===== src/rtl/vei_pkg.sv =====
package vei_pkg;
  localparam int NUM_EVT  = 6;
  localparam int STAT_OFS = 16;
  localparam int REG_W    = 32;

  // Event slot numbers; a flag lives at STAT_OFS + slot
  localparam int EV_TE      = 0;
  localparam int EV_VS_RISE = 1;
  localparam int EV_VS_FALL = 2;
  localparam int EV_DE_RISE = 3;
  localparam int EV_DE_FALL = 4;
  localparam int EV_EOF     = 5;
endpackage


===== src/rtl/vei_te_sync.sv =====
module vei_te_sync #(
  parameter int STAGES = 2
) (
  input  logic clk,
  input  logic rst,
  input  logic async_in,
  output logic rise
);
  logic [STAGES-1:0] chain;
  logic              last_q;

  always_ff @(posedge clk) begin
    if (rst) begin
      chain  <= '0;
      last_q <= 1'b0;
    end else begin
      chain  <= {chain[STAGES-2:0], async_in};
      last_q <= chain[STAGES-1];
    end
  end

  assign rise = chain[STAGES-1] & ~last_q;
endmodule


===== src/rtl/vei_edge.sv =====
module vei_edge #(
  parameter int W = 2
) (
  input  logic         clk,
  input  logic         rst,
  input  logic [W-1:0] level,
  output logic [W-1:0] rise,
  output logic [W-1:0] fall
);
  logic [W-1:0] level_q;

  always_ff @(posedge clk) begin
    if (rst) level_q <= '0;
    else     level_q <= level;
  end

  genvar g;
  generate
    for (g = 0; g < W; g++) begin : g_bit
      assign rise[g] =  level[g] & ~level_q[g];
      assign fall[g] = ~level[g] &  level_q[g];
    end
  endgenerate
endmodule


===== src/rtl/vei_eof.sv =====
module vei_eof #(
  parameter int LINE_W = 12
) (
  input  logic              clk,
  input  logic              rst,
  input  logic              frame_start,
  input  logic              line_end,
  input  logic [LINE_W-1:0] cfg_lines,
  output logic              eof
);
  localparam logic [LINE_W-1:0] CNT_MAX = {LINE_W{1'b1}};

  logic [LINE_W-1:0] line_cnt;
  logic [LINE_W:0]   next_line;

  assign next_line = {1'b0, line_cnt} + {{LINE_W{1'b0}}, 1'b1};

  always_ff @(posedge clk) begin
    if (rst)                                line_cnt <= '0;
    else if (frame_start)                   line_cnt <= '0;
    else if (line_end && line_cnt != CNT_MAX) line_cnt <= next_line[LINE_W-1:0];
  end

  assign eof = line_end && !frame_start && (next_line == {1'b0, cfg_lines});
endmodule


===== src/rtl/vei_regs.sv =====
module vei_regs #(
  parameter int NUM_EVT  = 6,
  parameter int STAT_OFS = 16,
  parameter int REG_W    = 32
) (
  input  logic               clk,
  input  logic               rst,
  input  logic               wr,
  input  logic [NUM_EVT-1:0] wr_en_bits,
  input  logic [NUM_EVT-1:0] wr_clr_bits,
  input  logic [NUM_EVT-1:0] evt,
  output logic [REG_W-1:0]   rdata,
  output logic               irq
);
  localparam int HI_PAD = REG_W - STAT_OFS - NUM_EVT;
  localparam int LO_PAD = STAT_OFS - NUM_EVT;

  logic [NUM_EVT-1:0] stat_q;
  logic [NUM_EVT-1:0] en_q;
  logic               irq_q;

  genvar g;
  generate
    for (g = 0; g < NUM_EVT; g++) begin : g_flag
      always_ff @(posedge clk) begin
        if (rst)                       stat_q[g] <= 1'b0;
        else if (evt[g])               stat_q[g] <= 1'b1;
        else if (wr && wr_clr_bits[g]) stat_q[g] <= 1'b0;
      end
    end
  endgenerate

  always_ff @(posedge clk) begin
    if (rst) begin
      en_q  <= '0;
      irq_q <= 1'b0;
    end else begin
      if (wr) en_q <= wr_en_bits;
      irq_q <= |(stat_q & en_q);
    end
  end

  assign rdata = {{HI_PAD{1'b0}}, stat_q, {LO_PAD{1'b0}}, en_q};
  assign irq   = irq_q;
endmodule


===== src/rtl/vid_evt_irq.sv =====
module vid_evt_irq
  import vei_pkg::*;
#(
  parameter int LINE_W      = 12,
  parameter int SYNC_STAGES = 2
) (
  input  logic              clk,
  input  logic              rst,
  input  logic              vs_in,
  input  logic              de_in,
  input  logic              te_in,
  input  logic [LINE_W-1:0] cfg_lines,
  input  logic              reg_wr,
  input  logic [REG_W-1:0]  reg_wdata,
  output logic [REG_W-1:0]  reg_rdata,
  output logic              irq
);
  logic [1:0]         strobe_rise;
  logic [1:0]         strobe_fall;
  logic               te_rise;
  logic               eof_evt;
  logic [NUM_EVT-1:0] evt;
  logic               unused_wdata_bits;

  assign unused_wdata_bits = ^{reg_wdata[REG_W-1:STAT_OFS+NUM_EVT],
                               reg_wdata[STAT_OFS-1:NUM_EVT]};

  vei_te_sync #(.STAGES(SYNC_STAGES)) te_sync_i (
    .clk      (clk),
    .rst      (rst),
    .async_in (te_in),
    .rise     (te_rise)
  );

  // bit 0 = vsync, bit 1 = data enable
  vei_edge #(.W(2)) edge_i (
    .clk   (clk),
    .rst   (rst),
    .level ({de_in, vs_in}),
    .rise  (strobe_rise),
    .fall  (strobe_fall)
  );

  vei_eof #(.LINE_W(LINE_W)) eof_i (
    .clk         (clk),
    .rst         (rst),
    .frame_start (strobe_rise[0]),
    .line_end    (strobe_fall[1]),
    .cfg_lines   (cfg_lines),
    .eof         (eof_evt)
  );

  always_comb begin
    evt             = '0;
    evt[EV_TE]      = te_rise;
    evt[EV_VS_RISE] = strobe_rise[0];
    evt[EV_VS_FALL] = strobe_fall[0];
    evt[EV_DE_RISE] = strobe_rise[1];
    evt[EV_DE_FALL] = strobe_fall[1];
    evt[EV_EOF]     = eof_evt;
  end

  vei_regs #(.NUM_EVT(NUM_EVT), .STAT_OFS(STAT_OFS), .REG_W(REG_W)) regs_i (
    .clk         (clk),
    .rst         (rst),
    .wr          (reg_wr),
    .wr_en_bits  (reg_wdata[NUM_EVT-1:0]),
    .wr_clr_bits (reg_wdata[STAT_OFS +: NUM_EVT]),
    .evt         (evt),
    .rdata       (reg_rdata),
    .irq         (irq)
  );
endmodule


===== config.mk =====
export PLATFORM = sky130hd
export DESIGN_NAME = vid_evt_irq
export DESIGN_NICKNAME = d
export VERILOG_FILES = /design/src/rtl/vei_pkg.sv /design/src/rtl/vei_te_sync.sv /design/src/rtl/vei_edge.sv /design/src/rtl/vei_eof.sv /design/src/rtl/vei_regs.sv /design/src/rtl/vid_evt_irq.sv
export SDC_FILE = /design/constraint.sdc
export NUM_CORES = 1
export LEC_CHECK = 0
export CORE_UTILIZATION = 44
export DETAILED_ROUTE_END_ITERATION = 8
export PLACE_DENSITY = 0.86
export SYNTH_ARGS = -nofsm -noshare
export SYNTH_HDL_FRONTEND = slang
export SYNTH_SLANG_ARGS = --single-unit

===== constraint.sdc =====
create_clock -name clk -period 5.2 [get_ports clk]
set_clock_uncertainty 0.15 [all_clocks]
set_input_delay 0.52 -clock clk [delete_from_list [all_inputs] [get_ports clk]]
set_output_delay 0.52 -clock clk [all_outputs]
set_load 0.01 [all_outputs]

# After elaboration in Yosys (flattened, before gate mapping)
# Cells that the tools add are included.
# Widths: inputs -> output; s select.
[totals]
ff_bits = 30
inputBits = 50
out_inout_bits = 33
elab_cells = 56
[classes]
addsub = 1
eq_ne = 2
n_mux = 12
bitwise = 11
n_reduce_logical = 18
[ops]
columns = ["cell", "count"]
rows = [
  ["$add 12x1->13 const B", 1],
  ["$eq 13x12->1", 1],
  ["$mux 1", 12],
  ["$ne 12x12->1 const B", 1],
  ["$reduce_bool 2->1", 6],
  ["$logic_and 1x1->1", 9],
  ["$and 6x6->6", 1],
  ["$reduce_or 6->1", 1],
  ["$and 1x1->1", 5],
  ["$not 1->1", 5],
  ["$reduce_or 2->1", 1],
  ["$logic_not 1->1", 1],
]

# Longest topological paths before layout
[logic_depth]
depth_word = 6
mapped_depth = 7
ltp_nobuf = 6

# Cells and area by module
# A second synthesis with hierarchy kept.
[hier_totals]
hier_cells = 199
hier_area_um2 = 1786.7
[modules_own_cells]
columns = ["mod", "n_inst", "cells_per_inst", "area_per_inst_um2", "seq_area_each_um2"]
rows = [
  ["vei_eof", 1, 120, 959.7, 240.2],
  ["vei_regs", 1, 64, 661.9, 260.2],
  ["vei_te_sync", 1, 7, 87.6, 60.1],
  ["vei_edge", 1, 8, 77.6, 40.0],
]

# Worst setup path after synthesis
# OpenSTA, ideal clock, no wires.
[synth_path]
path_kind = "register to register"
from = "register eof_i.line_cnt[0]"
to = "register eof_i.line_cnt[0]"
setup_ps = 128
t_arrival_ps = 1692
required_time_ps = 4922
path_slack_ps = 3230
path_stages_with_launch = 8
n_path_buf = 1
period_less_slack_ps = 1970
path_cell_list = "dfxtp_1 -> ha_1 -> nand3_1 -> nor4_1 -> buf_2 -> nor2_1 -> xnor2_1 -> nor2_1"
[synth_via]
elab_chain_cells = 2
word_cells_on_any_way = 3
classes_between = "add/sub: 1; eq/ne: 1; reduce/logical: 1"
[synth_lines]
columns = ["item", "line_no", "source"]
rows = [
  ["start: declaration", "vei_eof.sv:13", "logic [LINE_W-1:0] line_cnt;"],
  ["start signal: assignment", "vei_eof.sv:21", "else if (line_end && line_cnt != CNT_MAX) line_cnt <= next_line[LINE_W-1:0];"],
  ["branches (longest 2 deep; another with $add 12x1->13)", "n/a", ""],
]
# Several ways; the timed one is not identified.
# A chain may end at the register's enable or synchronous reset.

# Worst setup path after layout
[layout_path]
from = "register eof_i.line_cnt[0]"
to = "register regs_i.stat_q[5], in the netlist regs_i.rdata[21]"
[layout_via]
elab_chain_cells = 4
word_cells_on_any_way = 5
classes_between = "add/sub: 1; eq/ne: 1; mux: 1; reduce/logical: 2"
[layout_lines]
columns = ["item", "line_no", "source"]
rows = [
  ["$add 12x1->13 *", "vei_eof.sv:16", "assign next_line = {1'b0, line_cnt} + {{LINE_W{1'b0}}, 1'b1};"],
  ["$eq 13x12->1 *", "vei_eof.sv:24", "assign eof = line_end && !frame_start && (next_line == {1'b0, cfg_lines});"],
  ["$logic_and 1x1->1 *", "vei_eof.sv:24", ""],
  ["$mux 1 or $reduce_bool 2->1 (tied branches)", "n/a", ""],
  ["end signal: indexed assignment", "vei_regs.sv:26", "if (rst) stat_q[g] <= 1'b0;"],
  ["end signal: indexed assignment", "vei_regs.sv:27", "else if (evt[g]) stat_q[g] <= 1'b1;"],
  ["end signal: indexed assignment", "vei_regs.sv:28", "else if (wr && wr_clr_bits[g]) stat_q[g] <= 1'b0;"],
  ["end: declaration", "vei_regs.sv:18", "logic [NUM_EVT-1:0] stat_q;"],
]
# Mark *: on every way between the ends. The rest lies on a longest branch, timed or not.

==> impl_metrics.toml <==
[grt]
grt_pass1_wl_mm = 5.858
grt_overflow = 0
grt_pass1_vias = 1380
grt_start_max_net_pins = 20
grt_use_total = 0.1892
antenna_found_initial = 0

[floorplan]
start_util = 0.4633
die_area_sq_um = 4167
rows = 22
die_h_um = 64.55
core-area_sq_um = 3716
pin_count = 83
fp.dieW_um = 64.55

[detailed_routing]
wl_per_cell_um = 12.18
drt_iter0_markers = 113
route.detailed.drc = 0
ant_nets = 0
drt_pass1_iterations = 4
via_count = 1490
routed_wl_mm = 3.593
viasPerCell = 5.051

[logic_synthesis]
ys_types = 42
synth_compound_area_frac = 0.1119
ys_ff_latch = 30
ys_top_cells_by_area = "dfxtp_1 35%, buf_4 8.7%, xnor2_1 7.1%"
synthAdderAreaFrac = 0.007267
async_flop_share = 0
synthFlopType = "dfxtp_1"
synth_top_area_share = 0.3488
synthesis.area_sq_um = 1722
synth_area_per_cell_sq_um = 8.317
synthMuxAreaShare = 0.04070
synth-xor-area-share = 0.1119
yosys.area_share.simple = 0.2660
yosysTopAreaCell = "dfxtp_1"
synth_edf_count = 0
synth_top_family_by_area = "simple AND/OR/NAND/NOR gates"
ys_warn_count = 0
syn_inst = 207
yosysSeqAreaShare = 0.3488
yosysMostFrequentCell = "dfxtp_1"
synth_common_cells = "30 x dfxtp_1, 24 x nor2_1, 20 x buf_4, 14 x nand2_1, 14 x xnor2_1"

[sta]
post-route-min-period_ns = 2.687
hold_viol = 0
worst_pin_slew_ns = 0.9811
fmax_ghz = 0.3722
finalSetupViolCount = 0
slew_headroom = 0.3399
finalSetupTns_ns = 0
rsz0062_at_grt = "no"
period_share = 0.5167
drv_slew = 0

[placement]
io_buffers = 42
hpwl_mm = 2.649
place.gp.congestion = 0.9113

[worst_setup_path]
r2r-end = "regs_i.rdata[21]"
r2r_start = "eof_i.line_cnt[0]"
ff2ff_setup_slack_ns = 2.51
end_kind = "flip-flop"
crit_path_start_kind = "flip-flop"
critical_path_class = "flip-flop to flip-flop"
r2r_cells = 7
crit_arrival_ns = 2.71
critical_path_peak_fanout = 8
worstPathRequired_ns = 5.22

[run]
maxCapViolations = 0

[clock_tree]
cts_resized = 0
cts_root_buf = "clkbuf_8"
post-cts-setup-buffer-count = 0
cts_tree = "yes"
cts_buffers = 5
clk_pin_slew_ns = 0.06
clk_latency_ns = 0.28
cts_buffer_depth = 2
htreeDepth = 2
ctsHoldBuffers = 0
cts_sinks = 30

[worst_hold_path]
hold_class = "flip-flop to flip-flop"
hold_depth = 1
holdPathEnd = "te_sync_i.chain[1]"
hp-start = "te_sync_i.chain[0]"

[cells_and_area]
area_growth_pct = 28.13
final_nets = 298
diodes = 0
fin_util = 0.5936
nFillCells = 331
drive_gt1_frac = 0.05668

[power]
power_density_nw_per_um2 = 249.8
ir_worst_vdd_mv = 0.1348
p_leak_nw = 0.8148

[outcome]
status = "completed"
stage by stage:
step                instance area, sq um  power [mW]  instances  setup slack, ns  hold WS, ns
detailed placement                  2093      0.3189        288            2.384       0.2814
finish                              2206      0.5509        295            2.513       0.2928
global route                        2206      0.5748        295            2.225       0.3090
floorplan                           1793      0.2909        226            3.230       0.2638
CTS                                 2206      0.5559        295            2.539       0.2959
global placement                    2093      0.3176        288            2.381       0.2731
area by class of cell:
type	count	area [sq um]	share of cell area
clock buffer	6	82.58	0.03744
clock inverter	1	30.03	0.01361
inverter	1	3.754	0.001702
multi-input combinational	166	1001	0.4538
sequential	30	600.6	0.2723
tap	48	60.06	0.02723
timing repair buffer	43	427.9	0.1940
report_power, final:
part           internal, mW  switching [mW]
Combinational        0.0399          0.0321
Clock                 0.153          0.0837
Sequential            0.237         0.00484
Total                 0.430           0.121
cells in the final DEF, fill, tap and decap left out, types with 7 or more instances in the layout:
cell             netlist  final
xor2_1                 8      8
dfxtp_1               30     30
nor2_1                24     24
nand2_1               14     14
a21oi_1                9      9
nand2b_1               7      7
clkdlybuf4s50_1        0     42
conb_1                 1     20
xnor2_1               14     14
nor2b_1               13     13
mux2i_1                7      7
layer usage:
layer  GRT usage  up-vias  part of all wire
met5           0        -                 0
met4      0.1417        0             0.041
met3     0.06162       15             0.058
met2      0.3158       60              0.48
met1      0.1968      673              0.42
li1            -      742                 -
state kept, by name (all words and copies together), names as in the netlist:
register / flops
te_sync_i.last_q: 1
te_sync_i.chain: 2
edge_i.level_q: 2
regs_i.rdata: 6
regs_i.en_q: 6
regs_i.irq: 1
eof_i.line_cnt: 12
worst max path at each step:
| stage | startpoint | depth (start not counted) | slack, ns | end |
|---|---|---|---|---|
| 2_1_floorplan | eof_i.line_cnt[0] | 7 | 3.23 | eof_i.line_cnt[0] |
| 4_1_cts | eof_i.line_cnt[0] | 7 | 2.54 | regs_i.rdata[21] |
| 5_1_grt | eof_i.line_cnt[0] | 7 | 2.23 | regs_i.rdata[21] |
| 6_report | eof_i.line_cnt[0] | 7 | 2.51 | regs_i.rdata[21] |
| 3_5_place_dp | rst | 5 | 2.38 | regs_i.rdata[21] |
| 3_3_place_gp | rst | 5 | 2.38 | regs_i.rdata[21] |
logic make-up (layout without fill, tap and decap cells):
logic type      count (synthesis)  in the layout
buf+inv                        30             51
mux                             7              7
simple gates                   86             86
fa+ha+maj                       1              1
compound gates                 30             30
other cells                     1             20
xor+xnor                       22             22
flops                          30             30
critical path, cell delays in order (launching register included):
cell,delay (ns)
dfxtp_1,0.42
ha_1,0.27
nand3_1,0.24
nor4_1,0.90
buf_4,0.29
nor2_1,0.08
o2111ai_1,0.14
o31ai_1,0.09
No activity file was read; power rests on OpenSTA's default activity.
